<file path="config.mk">
export PLATFORM = sky130hd
export DESIGN_NAME = ccr_unit
export DESIGN_NICKNAME = d
export VERILOG_FILES = /design/src/rtl/ccr_pkg.sv /design/src/rtl/ccr_flag_calc.sv /design/src/rtl/ccr_sw_filter.sv /design/src/rtl/ccr_mask_ctl.sv /design/src/rtl/ccr_unit.sv
export SDC_FILE = /design/constraint.sdc
export NUM_CORES = 1
export LEC_CHECK = 0
export BUFFER_PORTS_ARGS = -buffer_cell sky130_fd_sc_hd__buf_2
export CORE_UTILIZATION = 55
export DETAILED_ROUTE_END_ITERATION = 10
export PLACE_DENSITY = 0.86
export SYNTH_ARGS = -nofsm -noshare
export SYNTH_HDL_FRONTEND = slang
export SYNTH_SLANG_ARGS = --single-unit
</file>
<file path="constraint.sdc">
create_clock -name clk -period 4.6 [get_ports clk]
set_input_delay 0.23 -clock clk [delete_from_list [all_inputs] [get_ports clk]]
set_output_delay 0.23 -clock clk [all_outputs]
set_load 0.02 [all_outputs]
</file>
<file path="src/rtl/ccr_pkg.sv">
package ccr_pkg;

  localparam int unsigned CCR_W = 8;

  // bit positions inside the register (software sees this layout)
  localparam int unsigned BIT_C = 0;
  localparam int unsigned BIT_V = 1;
  localparam int unsigned BIT_Z = 2;
  localparam int unsigned BIT_N = 3;
  localparam int unsigned BIT_I = 4;
  localparam int unsigned BIT_H = 5;
  localparam int unsigned BIT_X = 6;
  localparam int unsigned BIT_S = 7;

  localparam logic [CCR_W-1:0] CCR_RESET = 8'hD0;

  typedef enum logic [2:0] {
    OP_NONE  = 3'd0,
    OP_ADD   = 3'd1,
    OP_ADC   = 3'd2,
    OP_SUB   = 3'd3,
    OP_SBC   = 3'd4,
    OP_LOGIC = 3'd5
  } alu_op_e;

  // arithmetic flag values plus per-flag update enables
  typedef struct packed {
    logic n;
    logic z;
    logic v;
    logic c;
    logic h;
    logic en_nz;
    logic en_v;
    logic en_c;
    logic en_h;
  } flag_upd_t;

endpackage

</file>
<file path="src/rtl/ccr_flag_calc.sv">
module ccr_flag_calc
  import ccr_pkg::*;
#(
  parameter int unsigned DATA_W = 8
) (
  input  alu_op_e           op,
  input  logic [DATA_W-1:0] op_a,
  input  logic [DATA_W-1:0] op_b,
  input  logic [DATA_W-1:0] logic_res,
  input  logic              carry_in,
  output flag_upd_t         upd
);

  localparam int unsigned MSB    = DATA_W - 1;
  localparam int unsigned NIB_W  = 4;

  // full-width sum with carry out in the top bit
  function automatic logic [DATA_W:0] add_ext(input logic [DATA_W-1:0] a,
                                               input logic [DATA_W-1:0] b,
                                               input logic cin);
    return {1'b0, a} + {1'b0, b} + {{DATA_W{1'b0}}, cin};
  endfunction

  // full-width difference; top bit is the borrow out
  function automatic logic [DATA_W:0] sub_ext(input logic [DATA_W-1:0] a,
                                               input logic [DATA_W-1:0] b,
                                               input logic bin);
    return {1'b0, a} - {1'b0, b} - {{DATA_W{1'b0}}, bin};
  endfunction

  // carry out of the low nibble
  function automatic logic nib_carry(input logic [NIB_W-1:0] a,
                                     input logic [NIB_W-1:0] b,
                                     input logic cin);
    logic [NIB_W:0] t;
    t = {1'b0, a} + {1'b0, b} + {{NIB_W{1'b0}}, cin};
    return t[NIB_W];
  endfunction

  function automatic logic add_ovf(input logic a7, input logic b7, input logic r7);
    return (a7 & b7 & ~r7) | (~a7 & ~b7 & r7);
  endfunction

  function automatic logic sub_ovf(input logic a7, input logic b7, input logic r7);
    return (a7 & ~b7 & ~r7) | (~a7 & b7 & r7);
  endfunction

  logic              use_cin;
  logic [DATA_W:0]   add_r;
  logic [DATA_W:0]   sub_r;
  logic              add_h;

  assign use_cin = ((op == OP_ADC) || (op == OP_SBC)) ? carry_in : 1'b0;
  assign add_r   = add_ext(op_a, op_b, use_cin);
  assign sub_r   = sub_ext(op_a, op_b, use_cin);
  assign add_h   = nib_carry(op_a[NIB_W-1:0], op_b[NIB_W-1:0], use_cin);

  always_comb begin
    upd = '0;
    case (op)
      OP_ADD, OP_ADC: begin
        upd.n     = add_r[MSB];
        upd.z     = (add_r[MSB:0] == '0);
        upd.v     = add_ovf(op_a[MSB], op_b[MSB], add_r[MSB]);
        upd.c     = add_r[DATA_W];
        upd.h     = add_h;
        upd.en_nz = 1'b1;
        upd.en_v  = 1'b1;
        upd.en_c  = 1'b1;
        upd.en_h  = 1'b1;
      end
      OP_SUB, OP_SBC: begin
        upd.n     = sub_r[MSB];
        upd.z     = (sub_r[MSB:0] == '0);
        upd.v     = sub_ovf(op_a[MSB], op_b[MSB], sub_r[MSB]);
        upd.c     = sub_r[DATA_W];
        upd.en_nz = 1'b1;
        upd.en_v  = 1'b1;
        upd.en_c  = 1'b1;
      end
      OP_LOGIC: begin
        upd.n     = logic_res[MSB];
        upd.z     = (logic_res == '0);
        upd.v     = 1'b0;
        upd.en_nz = 1'b1;
        upd.en_v  = 1'b1;
      end
      default: upd = '0;
    endcase
  end

endmodule

</file>
<file path="src/rtl/ccr_sw_filter.sv">
module ccr_sw_filter
  import ccr_pkg::*;
(
  input  logic [CCR_W-1:0] cur,
  input  logic [CCR_W-1:0] wr_data,
  output logic [CCR_W-1:0] filtered,
  output logic             x_blocked
);

  // X may only be cleared by a write; every other bit loads directly
  for (genvar b = 0; b < CCR_W; b++) begin : g_bit
    if (b == BIT_X) begin : g_clear_only
      assign filtered[b] = cur[b] & wr_data[b];
    end else begin : g_plain
      assign filtered[b] = wr_data[b];
    end
  end

  assign x_blocked = ~cur[BIT_X] & wr_data[BIT_X];

endmodule

</file>
<file path="src/rtl/ccr_mask_ctl.sv">
module ccr_mask_ctl (
  input  logic i_base,
  input  logic x_base,
  input  logic set_imask,
  input  logic clr_imask,
  input  logic irq_entry,
  input  logic pri_irq_entry,
  output logic i_next,
  output logic x_next,
  output logic x_raise
);

  logic any_entry;

  assign any_entry = irq_entry | pri_irq_entry;
  assign x_raise   = pri_irq_entry;

  // I priority: entry, set strobe, clear strobe, then the write/held value
  always_comb begin
    if (any_entry)      i_next = 1'b1;
    else if (set_imask) i_next = 1'b1;
    else if (clr_imask) i_next = 1'b0;
    else                i_next = i_base;
  end

  assign x_next = pri_irq_entry ? 1'b1 : x_base;

endmodule

</file>
<file path="src/rtl/ccr_unit.sv">
module ccr_unit
  import ccr_pkg::*;
#(
  parameter int unsigned DATA_W = 8
) (
  input  logic              clk,
  input  logic              rst_n,
  input  logic [2:0]        alu_op,
  input  logic [DATA_W-1:0] op_a,
  input  logic [DATA_W-1:0] op_b,
  input  logic [DATA_W-1:0] logic_res,
  input  logic              wr_en,
  input  logic [CCR_W-1:0]  wr_data,
  input  logic              set_imask,
  input  logic              clr_imask,
  input  logic              irq_entry,
  input  logic              pri_irq_entry,
  output logic [CCR_W-1:0]  ccr_q,
  output logic              irq_masked,
  output logic              pri_irq_masked,
  output logic              stop_enable
);

  flag_upd_t        upd;
  logic [CCR_W-1:0] wr_filtered;
  logic [CCR_W-1:0] base;
  logic [CCR_W-1:0] ccr_d;
  logic             i_next;
  logic             x_next;

  // named events for the checker
  logic             alu_upd_en;
  logic             x_write_blocked;
  logic             x_raise;
  logic             x_block_raw;

  ccr_flag_calc #(.DATA_W(DATA_W)) u_flags (
    .op        (alu_op_e'(alu_op)),
    .op_a      (op_a),
    .op_b      (op_b),
    .logic_res (logic_res),
    .carry_in  (ccr_q[BIT_C]),
    .upd       (upd)
  );

  ccr_sw_filter u_filter (
    .cur       (ccr_q),
    .wr_data   (wr_data),
    .filtered  (wr_filtered),
    .x_blocked (x_block_raw)
  );

  assign alu_upd_en      = upd.en_nz;
  assign x_write_blocked = wr_en & x_block_raw;

  always_comb begin
    base = ccr_q;
    if (upd.en_nz) begin
      base[BIT_N] = upd.n;
      base[BIT_Z] = upd.z;
    end
    if (upd.en_v) base[BIT_V] = upd.v;
    if (upd.en_c) base[BIT_C] = upd.c;
    if (upd.en_h) base[BIT_H] = upd.h;
    if (wr_en)    base        = wr_filtered;
  end

  ccr_mask_ctl u_masks (
    .i_base        (base[BIT_I]),
    .x_base        (base[BIT_X]),
    .set_imask     (set_imask),
    .clr_imask     (clr_imask),
    .irq_entry     (irq_entry),
    .pri_irq_entry (pri_irq_entry),
    .i_next        (i_next),
    .x_next        (x_next),
    .x_raise       (x_raise)
  );

  always_comb begin
    ccr_d        = base;
    ccr_d[BIT_I] = i_next;
    ccr_d[BIT_X] = x_next;
  end

  always_ff @(posedge clk or negedge rst_n) begin
    if (!rst_n) ccr_q <= CCR_RESET;
    else        ccr_q <= ccr_d;
  end

  assign irq_masked     = ccr_q[BIT_I];
  assign pri_irq_masked = ccr_q[BIT_X];
  assign stop_enable    = ~ccr_q[BIT_S];

endmodule

</file>
==> out/results.ini <==
[cells_and_area]
number_of_flip_flops_under_the_largest_register_name=8
diodes=0
post_synthesis_to_final_layout_area_growth_pct=16.9
nFillCells=252
layout-drive-gt1-share=0.290
top_register=ccr_q
layout_top_registers=ccr_q (8)
multi_input_comb_area_mm2=0.00120
register_area_um2=204
nets_final=315

[synth]
synthesis.instances=195
mappedNetlistArea_mm2=0.00159
synth_enable_flop_cells=0
netlist.top_cell.by_area=ha_1
synth_top_cells_by_area=ha_1 18%, dfrtp_1 7.9%, inv_1 6.9%
postSynthAreaPerCell_um2=8.13
synth_warnings=0
synth_flop_cell=dfrtp_1
postSynthNetCount=264
synth_seq_area_share=0.129
synth-async-reset-ratio=1.00
synthDominantCellAreaShare=0.182
ys_ff_latch=8
netlist_cell_types=53

[critical_path]
end_kind=flop
critPathLaunchType=flop
cell_by_cell_listing_of_the_critical_path=and3_1 > fa_1 > fa_1 > a21bo_2 > a211oi_2 > a21o_1 > a21oi_1 > mux2i_1 > o211ai_1
worstPathMaxFanout=4
type_of_the_setup_path_with_the_least_slack=flop to flop
cp.buffers_inverters=0
cell_mode_on_critical_path=fa_1
cp_top_delay_family=adder cells
cpPeakStageDelay_ns=0.45
crit_slowest_cell=fa_1
data_arrival_time_of_the_worst_path_ns=2.75
required_time_at_the_worst_slack_endpoint_ns=4.74
rrSetupSlack_ns=1.99

[grt]
globalRouteTotalUtil=0.226
grt_antenna_before_repair=0
met1_usage=0.294
first_global_vias=1378
grt_pass1_wl_um=5740
busiest_layer_in_global_routing=met2
largest_net_degree_at_the_start_of_global_routing=15
use_met2=0.387
grt_remaining_overflow=0
gr-usage-met3=0.0256

[cts]
clk_latency_ns=0.26
ctsResizeCount=0
clock_tree_from_tritoncts=done
post_cts_hold_buffer_count=1
cts_htree_levels=1
clk_transition_reported_paths_ns=0.07
cts-root-to-sink-buffers=2
cts_buffers=3
total_clock_sinks=8
clock_tree.root_cell=clkbuf_4
cts_setup_buffers=0

[power_and_ir_drop]
vdd_ir_drop_max_uv=190
netSwitchingFraction=0.433
pwr-share-seq=0.226
cell_internal_pwr_w=0.000208
leakage_nw=0.926
share_comb_of_total_power=0.610
p_per_area_mw_per_mm2=198
power.total_w=0.000367
power.switching_w=0.000159
clkPwrFrac=0.164

[status]
run_status=complete, no violations

[floorplan]
die_width_um=55.7
start_util=0.580
placementRows=19
core_area_mm2=0.00273
die_y_um=55.7
overall_die_area_mm2=0.00310
ports_placed_on_the_boundary=53

[timing]
timing.final.max_slew_violations=0
post-route-worst-setup-slack_ns=1.99
hold_violations=0
min_period_over_period=0.568
timing.slew.headroom=0.716
max_freq_mhz=383
setup_viol_count_final=0
rsz0062_at_grt=no
minimum_clock_period_after_layout_ns=2.61
tightest_slew_ns=0.421
totalNegativeSetupSlack_ns=0
fin_worst_skew_ns=0.0132

[drt]
detailedRoute.firstPassIterationCount=4
avgRoutedWirePerCell_um=12.5
detail_route.wirelength_um=3440
drt_iter0_markers=72
detail_route.vias_per_cell=5.57
route.detailed.drc=0
antenna_violating_nets_post_route=0
vias=1538

[place]
detailedPlace.worstSlack_ns=1.81
port-buffer-count=52
globalplace.congestion=0.851
hpwlAfterDp_um=2880

[job]
maxCapViolations=0

[worst_hold_path]
hold_class=primary input to flop

layout by cell type (no fill, tap or decap), drive strengths merged, types with 6 or more instances in the layout:
cell    count
xor2        6
a21oi      10
nand2b      6
buf        52
nor2       13
inv        29
nor3        7
nand2      13
ha         23
o21ai      12
per-layer routing:
| metal | vias to the layer above | wire, um | share of wire |
|---|---|---|---|
| met5 | - | 0 | 0 |
| met1 | 705 | 1560 | 0.45 |
| met2 | 50 | 1690 | 0.49 |
| li1 | 781 | - | - |
| met3 | 2 | 170 | 0.049 |
| met4 | 0 | 19 | 0.0055 |
per-stage QoR:
stage               cells  cell area (um2)   util  hold WS (ns)
CTS                   276             1850  0.678         0.132
detailed placement    271             1820  0.665        0.0795
global placement      271             1820  0.665        0.0760
floorplan             195             1590      -       -0.0656
finish                276             1850  0.678         0.133
global route          276             1850  0.678         0.138
power groups by stage:
stage	Sequential (W)	Clock, W	Combinational, W
final	0.0000828	0.0000601	0.000224
after global routing	0.0000835	0.0000638	0.000247
after CTS	0.0000827	0.0000605	0.000223
after detailed placement	0.0000839	0	0.000221
after global placement	0.0000836	0	0.000216
after floorplan	0.0000910	0	0.000159
Yosys cell counts (all sizes together) (3+ instances only):
master  count
ha         23
o21ai      12
xnor2       5
a211o       3
buf         7
nand3       4
o21a        3
nand2      13
nor2       13
nor3b       3
xor2        6
nor3        7
dfrtp       5
fa          4
dfstp       3
a21oi      10
a31oi       5
nand2b      6
inv        29
layout make-up:
cell class                 count  area share
tap                           31      0.0209
timing repair buffer          53       0.146
inverter                      29      0.0587
sequential                     8       0.110
clock buffer                   4      0.0142
multi-input combinational    151       0.650
final timing paths:
check                           from  endpoint  cells after the start
min in group asynchronous      rst_n  ccr_q[0]                      2
setup reg to reg            ccr_q[0]  ccr_q[0]                      9
max in group asynchronous      rst_n  ccr_q[7]                      2
setup / recovery            ccr_q[0]  ccr_q[0]                      9
hold / removal             clr_imask  ccr_q[4]                      2
hold reg to reg             ccr_q[6]  ccr_q[6]                      2
cells by family after synthesis:
family	after synthesis	synth area share
compound gates	54	0.268
xor+xnor	11	0.0608
fa+ha+maj	27	0.232
buf+inv	36	0.111
flops	8	0.129
mux	2	0.0126
simple gates	57	0.187
Power figures use the tool's default switching activity.
